$ cat src/rtl/lcd_mode_pkg.sv
package lcd_mode_pkg;
  typedef enum logic [2:0] {
    MD_LATCHED   = 3'd0,
    MD_BLANK     = 3'd1,
    MD_FILL      = 3'd2,
    MD_BLINK     = 3'd3,
    MD_INVERT    = 3'd4,
    MD_INV_BLINK = 3'd5,
    MD_FREEZE    = 3'd6,
    MD_SWAP      = 3'd7
  } lcd_mode_e;
endpackage

$ cat src/rtl/lcd_pix_store.sv
module lcd_pix_store #(
  parameter int N_COM = 6,
  parameter int N_SEG = 50,
  parameter int LO_W  = 32,
  parameter int COM_W = 3
) (
  input  logic                              clk_i,
  input  logic                              rst_ni,
  input  logic                              wr_en_i,
  input  logic [COM_W-1:0]                  wr_com_i,
  input  logic                              wr_hi_i,
  input  logic [LO_W-1:0]                   wr_data_i,
  input  logic                              copy_i,
  output logic [N_COM-1:0][N_SEG-1:0]       user_o,
  output logic [N_COM-1:0][N_SEG-1:0]       disp_o
);
  localparam int HI_W = N_SEG - LO_W;

  for (genvar c = 0; c < N_COM; c++) begin : g_com
    logic hit;
    assign hit = wr_en_i && (wr_com_i == COM_W'(c));

    always_ff @(posedge clk_i or negedge rst_ni) begin
      if (!rst_ni) begin
        user_o[c] <= '0;
      end else if (hit) begin
        if (wr_hi_i) user_o[c][N_SEG-1:LO_W] <= wr_data_i[HI_W-1:0];
        else         user_o[c][LO_W-1:0]     <= wr_data_i;
      end
    end

    always_ff @(posedge clk_i or negedge rst_ni) begin
      if (!rst_ni)     disp_o[c] <= '0;
      else if (copy_i) disp_o[c] <= user_o[c];
    end
  end
endmodule

$ cat src/rtl/lcd_blink_timer.sv
module lcd_blink_timer #(
  parameter int BW = 8
) (
  input  logic          clk_i,
  input  logic          rst_ni,
  input  logic          tick_i,
  input  logic [BW-1:0] period_i,
  output logic          phase_o
);
  logic [BW-1:0] cnt_q;

  always_ff @(posedge clk_i or negedge rst_ni) begin
    if (!rst_ni) begin
      cnt_q   <= '0;
      phase_o <= 1'b1;
    end else if (tick_i) begin
      if (period_i == '0) begin
        cnt_q   <= '0;
        phase_o <= 1'b1;
      end else if (cnt_q >= period_i) begin
        // >= so a shrunk period never waits for a counter wrap
        cnt_q   <= '0;
        phase_o <= ~phase_o;
      end else begin
        cnt_q <= cnt_q + 1'b1;
      end
    end
  end
endmodule

$ cat src/rtl/lcd_mode_mux.sv
module lcd_mode_mux
  import lcd_mode_pkg::*;
#(
  parameter int N_SEG = 50
) (
  input  lcd_mode_e          mode_i,
  input  logic               phase_i,
  input  logic               valid_i,
  input  logic [N_SEG-1:0]   user_i,
  input  logic [N_SEG-1:0]   disp_i,
  input  logic [N_SEG-1:0]   map_i,
  output logic [N_SEG-1:0]   seg_o
);
  logic [N_SEG-1:0] pat;

  always_comb begin
    unique case (mode_i)
      MD_LATCHED, MD_FREEZE: pat = disp_i;
      MD_BLANK:              pat = '0;
      MD_FILL:               pat = '1;
      MD_BLINK:              pat = phase_i ? disp_i : '0;
      MD_INVERT:             pat = ~disp_i;
      MD_INV_BLINK:          pat = phase_i ? ~disp_i : '0;
      MD_SWAP:               pat = phase_i ? disp_i : user_i;
      default:               pat = '0;
    endcase
    seg_o = valid_i ? (pat & map_i) : '0;
  end
endmodule

$ cat src/rtl/lcd_mode_engine.sv
module lcd_mode_engine
  import lcd_mode_pkg::*;
#(
  parameter int N_COM = 6,
  parameter int N_SEG = 50,
  parameter int LO_W  = 32,
  parameter int BW    = 8,
  parameter int COM_W = 3
) (
  input  logic              clk_i,
  input  logic              rst_ni,
  input  logic              wr_en_i,
  input  logic [COM_W-1:0]  wr_com_i,
  input  logic              wr_hi_i,
  input  logic [LO_W-1:0]   wr_data_i,
  input  logic [N_SEG-1:0]  seg_map_i,
  input  logic [2:0]        mode_i,
  input  logic [BW-1:0]     blink_per_i,
  input  logic              frame_end_i,
  input  logic [COM_W-1:0]  com_sel_i,
  output logic [N_SEG-1:0]  seg_o,
  output logic              phase_o
);
  lcd_mode_e                    mode;
  logic                         copy;
  logic                         com_ok;
  logic [N_COM-1:0][N_SEG-1:0]  user_q;
  logic [N_COM-1:0][N_SEG-1:0]  disp_q;
  logic [N_SEG-1:0]             user_row;
  logic [N_SEG-1:0]             disp_row;

  assign mode = lcd_mode_e'(mode_i);
  assign copy = frame_end_i && (mode != MD_FREEZE);

  lcd_pix_store #(
    .N_COM(N_COM), .N_SEG(N_SEG), .LO_W(LO_W), .COM_W(COM_W)
  ) u_store (
    .clk_i    (clk_i),
    .rst_ni   (rst_ni),
    .wr_en_i  (wr_en_i),
    .wr_com_i (wr_com_i),
    .wr_hi_i  (wr_hi_i),
    .wr_data_i(wr_data_i),
    .copy_i   (copy),
    .user_o   (user_q),
    .disp_o   (disp_q)
  );

  lcd_blink_timer #(.BW(BW)) u_blink (
    .clk_i   (clk_i),
    .rst_ni  (rst_ni),
    .tick_i  (frame_end_i),
    .period_i(blink_per_i),
    .phase_o (phase_o)
  );

  always_comb begin
    com_ok   = 1'b0;
    user_row = '0;
    disp_row = '0;
    for (int c = 0; c < N_COM; c++) begin
      if (com_sel_i == COM_W'(c)) begin
        com_ok   = 1'b1;
        user_row = user_q[c];
        disp_row = disp_q[c];
      end
    end
  end

  lcd_mode_mux #(.N_SEG(N_SEG)) u_mux (
    .mode_i (mode),
    .phase_i(phase_o),
    .valid_i(com_ok),
    .user_i (user_row),
    .disp_i (disp_row),
    .map_i  (seg_map_i),
    .seg_o  (seg_o)
  );
endmodule

$ cat config.mk
export PLATFORM = sky130hd
export DESIGN_NAME = lcd_mode_engine
export DESIGN_NICKNAME = d
export VERILOG_FILES = /design/src/rtl/lcd_mode_pkg.sv /design/src/rtl/lcd_pix_store.sv /design/src/rtl/lcd_blink_timer.sv /design/src/rtl/lcd_mode_mux.sv /design/src/rtl/lcd_mode_engine.sv
export SDC_FILE = /design/constraint.sdc
export NUM_CORES = 1
export LEC_CHECK = 0
export BUFFER_PORTS_ARGS = -buffer_cell sky130_fd_sc_hd__buf_2
export CAP_MARGIN = 20
export CORE_ASPECT_RATIO = 0.8
export CORE_UTILIZATION = 30
export DETAILED_ROUTE_END_ITERATION = 8
export PLACE_DENSITY = 0.55
export SLEW_MARGIN = 5
export SYNTH_ARGS = -nofsm -noshare
export SYNTH_HDL_FRONTEND = slang
export SYNTH_HIERARCHICAL = 1
export SYNTH_SLANG_ARGS = --single-unit
export TNS_END_PERCENT = 10
$ cat constraint.sdc
create_clock -name clk_i -period 2 [get_ports clk_i]
set_clock_uncertainty 0.2 [all_clocks]
set_input_delay 0.1 -clock clk_i [delete_from_list [all_inputs] [get_ports clk_i]]
set_output_delay 0.1 -clock clk_i [all_outputs]
set_load 0.005 [all_outputs]
# Word-level counts from Yosys, hierarchy flattened
# Cells that the tools add are included.
# word_totals
regBits,609
input_bits,104
output_inout_bits,51
# classes
add_sub_neg,1
order_cmp,1
n_eq_ne,18
muxes,27
bitwise,4
n_reduce_logical,26
# ops
operator,n
2-to-1 mux 50 bit,16
one-hot mux 50 bit (7 select lines),1
AND 50 bit,1
NOT 50 bit,1
AND reduction 2 bit,13
== test 3 bit (second input constant),8
== test 3 x 2 -> 1 bit (second input constant),6
2-to-1 mux 8 bit,2
== test 3 x 1 -> 1 bit (second input constant),3
logical NOT 3 bit,3
adder 8 x 1 -> 8 bit (second input constant),1
>= comparator 8 bit,1
logical NOT 8 bit,1
2-to-1 mux 1 bit,8
logical AND 1 bit,7
inequality test 3 bit (second input constant),1
NOT 1 bit,2
nonzero test 2 bit,1
OR reduction 2 bit,1

# Depth between registers and ports, before layout
# depth
ltp_word,12
ltp_mapped,9
depth_no_buf,7

# Cells and area by module
# Netlist, hierarchy kept.
# modules_own_cells
mod,n_inst,cells_each,area_each_um2
lcd_pix_store,1,1299,22397.7
lcd_mode_engine,1,694,5973.2
lcd_mode_mux,1,474,3221.8
lcd_blink_timer,1,70,691.9

# Worst setup path after synthesis
# Ideal clock, no wire load.
# synth_timing
path_type,reg-to-reg
start,register u_blink.cnt_q[0]
end,register u_blink.cnt_q[0]
setup_time_ns,0.075
arrival_ns,1.736
required_ns,1.725
path_slack_ns,-0.011
stages_incl_launch_ff,8
period_less_slack_ns,2.011
path_cell_list,dfrtp_1 inv_1 ha_1 nand2b_4 a2111oi_4 o31ai_4 or3_1 o21ai_2
# synth_between
elab_chain_len,3
# synth_rtl
element,line_no,rtl
"start, declared",lcd_blink_timer.sv:10,logic [BW-1:0] cnt_q;
"start signal, assigned",lcd_blink_timer.sv:25,cnt_q <= cnt_q + 1'b1;
adder 8 x 1 -> 8 bit or >= comparator 8 bit (tied branches),"lcd_blink_timer.sv:25, lcd_blink_timer.sv:20",
2-to-1 mux 8 bit *,lcd_blink_timer.sv:20,end else if (cnt_q >= period_i) begin
2-to-1 mux 8 bit *,lcd_blink_timer.sv:17,if (period_i == '0) begin
# Every way passes the cells marked *; elsewhere a longest branch is shown, timed or not.
# A chain may end at the register's enable or synchronous reset.

# Final worst setup path
# layout_timing
start,register u_blink.phase_o
end,output seg_o[3]
# layout_between
elab_chain_len,4
# layout_rtl
element,line_no,rtl
"start, declared",lcd_blink_timer.sv:8,output logic phase_o
"start signal, assigned",lcd_blink_timer.sv:23,phase_o <= ~phase_o;
"2-to-1 mux 50 bit, on equally long branches","lcd_mode_mux.sv:24, lcd_mode_mux.sv:21, lcd_mode_mux.sv:23",
one-hot mux 50 bit (7 select lines) *,lcd_mode_mux.sv:17,unique case (mode_i)
AND 50 bit *,lcd_mode_mux.sv:27,seg_o = valid_i ? (pat & map_i) : '0;
2-to-1 mux 50 bit *,lcd_mode_mux.sv:27,
"end, declared",lcd_mode_engine.sv:21,"output logic [N_SEG-1:0] seg_o,"
# Marked as above.

==> results_dict.tcl <==
set metrics [dict create \
    layout_common_cells "dfrtp_1 (608), mux2_2 (539), mux2i_1 (200)" \
    rr_endpoint "u_blink/cnt_q[0]" \
    p_sw_mw 12.1 \
    start_util_pct 30.3 \
    grt_setup_unrepaired "true" \
    wl_per_cell_um 21.1 \
    violations "negative setup slack" \
    die_w_um 369 \
    rr_startpoint "u_blink/cnt_q[6]" \
    htreeDepth 3 \
    end_kind "output pin" \
    synthCells 2537 \
    cts_tree "yes" \
    cp-endpoint "seg_o[3]" \
    postSynthNetCount 2650 \
    cp_max_fo 35 \
    drive_above_1_share_pct 43.3 \
    cts_made_buffers 72 \
    worst-setup-path-type "register to output pin" \
    p_total_mw 42.3 \
    start_kind "register" \
    powerDensity_nw_per_um2 1070 \
    core-area_um2 107000 \
    synthFlopType "dfrtp_1" \
    post-route-period-util_pct 138 \
    sw_frac_of_total_pct 28.7 \
    critPathLaunch "u_blink/phase_o" \
    setup_viol 52 \
    ys_warn_count 6 \
    slew_headroom_pct 54.5 \
    drc 0 \
    status "finished, violations left" \
    leakage_nw 17.2 \
    fmaxAchievable_mhz 362 \
    postLayoutCoreUtil_pct 37.2 \
    dp_hpwl_um 57800 \
    crit_arrival_ns 2.46 \
    synth_edf_count 0 \
    portBuffers 154 \
    fin_ws_ns -0.763 \
    pwr-share-clk_pct 32.8 \
    nNetsFinal 2870 \
    dieArea_um2 109000 \
    gp_congestion 0.774 \
    firstDrtPassIters 4 \
    hold_class "input port to async pin" \
    die_y_um 295 \
    grt_max_degree 70 \
    cap_viol_max_count 0 \
    totalWireLength_um 89300 \
    avgSynthCellArea_um2 12.7 \
    rrSetupSlack_ns -0.02 \
    clk_path_buf_depth 3 \
    antenna_found_initial 8 \
    grt_first_pass_wirelength_um 138000 \
    ios 155 \
    grt.overflow.total 0 \
    finalCriticalPeriod_ns 2.76 \
    syn2layout_area_growth_pct 22.7 \
    viasPerCell 5.06 \
    vias 21400 \
    clkTransAtPathRegs_ns 0.06 \
    synth.cell_area_um2 32300 \
    cts_sinks 609 \
    ir_worst_vdd_mv 0.584 \
    hold_viol 0 \
    seq_power_share_pct 41.9 \
    grtUsageTotal_pct 16.4 \
    worstMarginPinSlew_ns 0.683 \
    grt_pass1_vias 21500 \
    synth_cell_types 52 \
    power.internal_mw 30.2 \
    clockRootBuffer "clkbuf_16" \
    final_common_cell "dfrtp_1" \
    p_comb_share_pct 25.3 \
    whs_ns 0.0586 \
    num_rows 107 \
    r2r_cells 6 \
    critPathRequiredTime_ns 1.70 \
    ys_seq_area_share_pct 47.2 \
    drv_slew 0 \
    drt_iter0_markers 1164 \
    ys_ff_latch 609 \
    drtAntennaViolNets 0 \
    ys_async_sr_fraction_pct 100 \
    clock_latency_ns 0.61 \
]
## repair_timing
action	4_1_cts	5_1_grt
buffers inserted	4	0
gates cloned	1	0
resized for setup	40	62
pin swaps	16	30
endpoints found under the hold margin	923	0
setup endpoints to repair	59	59
hold buffers	44	0
## cell usage after synthesis, types with 4 or more instances
master    count  area [um^2]
a311oi_1     50          438
buf_12       11          220
mux2i_1     200         2000
dfrtp_1     608        15200
nor3_1       51          255
mux2_1       31          349
ha_1          9          113
buf_4         9         67.6
inv_1         9         33.8
nand3_1       4         20.0
buf_6        15          169
a211o_1      51          447
nand2_1     158          593
buf_2        81          405
o21a_1      102          766
mux2_2      539         6070
xor2_1       52          455
buf_1         8         30.0
nor4bb_1     50          500
nor2_1        7         26.3
clkbuf_1    119          447
a21oi_1      51          255
nand3b_1    102          766
mux2_4       30          450
and3_1       51          319
o221ai_2    100         1500
## final cells by class
cell class	instances	area (um^2)
fill	10300	66900
multi-input combinational	1676	16400
sequential	609	15200
timing repair buffer	389	3590
clock buffer	104	2180
tap	1417	1770
clock inverter	24	340
inverter	9	33.8
antenna	3	7.51
## per-layer routing
metal	GRT usage, %	vias up	share of wire (%)	wire length (um)
met3	2.74	88	4.0	3610
met1	25.1	11100	52	46400
li1	-	9899	-	-
met4	3.61	10	1.5	1350
met5	0	-	0.073	65
met2	23.8	310	42	37900
## flip-flops by register name, summed over array words and instances (netlist names)
signal,cells
u_store/disp_o,300
u_blink/phase_o,1
u_blink/cnt_q,8
u_store/user_o,300
## kinds of logic (layout without fill, tap and decap cells)
kind of cell               Yosys count  after routing  synth area share (%)
DFF                                609            609                  47.2
AOI/OAI and AO/OA                  367            367                  11.0
adders and majority gates            9              9                 0.349
buffers and inverters              252            526                  4.25
xor gates and xnor gates            53             53                  1.44
muxes                              800            800                  27.5
other                                0              3                     0
and+or+nand+nor                    447            447                  8.29
## through the flow
| stage | TNS, ns | instance area [um^2] | instances | worst slack [ns] |
|---|---|---|---|---|
| floorplan | 0 | 32300 | 2537 | 0.00473 |
| global placement | -13.84 | 35800 | 4055 | -0.385 |
| CTS | -33.57 | 39200 | 4230 | -0.753 |
| detailed placement | -14.65 | 35800 | 4055 | -0.381 |
| global route | -36.05 | 39600 | 4230 | -0.802 |
| finish | -31.32 | 39600 | 4231 | -0.763 |
## how the worst min path moves through the flow
stage	from	end	depth (start not counted)
6_report	rst_ni	u_store/user_o[172]	3
5_1_grt	wr_com_i[1]	u_store/user_o[48]	5
4_1_cts	wr_com_i[1]	u_store/user_o[49]	5
3_5_place_dp	rst_ni	u_store/disp_o[222]	1
3_3_place_gp	rst_ni	u_store/disp_o[272]	1
2_1_floorplan	rst_ni	u_blink/cnt_q[0]	0
## critical path, stage by stage (launching register included)
cell,delay (ns)
dfstp_4,0.66
and3b_2,0.24
buf_12,0.17
a311oi_1,0.42
a21oi_1,0.15
buf_2,0.16
## power by group through the flow
stage	clock, mW	combinational (mW)	sequential [mW]
finish	13.9	10.7	17.7
global route	14.8	11.7	18.2
floorplan	0	7.24	17.2
CTS	14.2	10.5	17.7
global placement	0	9.75	17.8
detailed placement	0	9.92	17.8
Power figures use the tool's default switching activity.
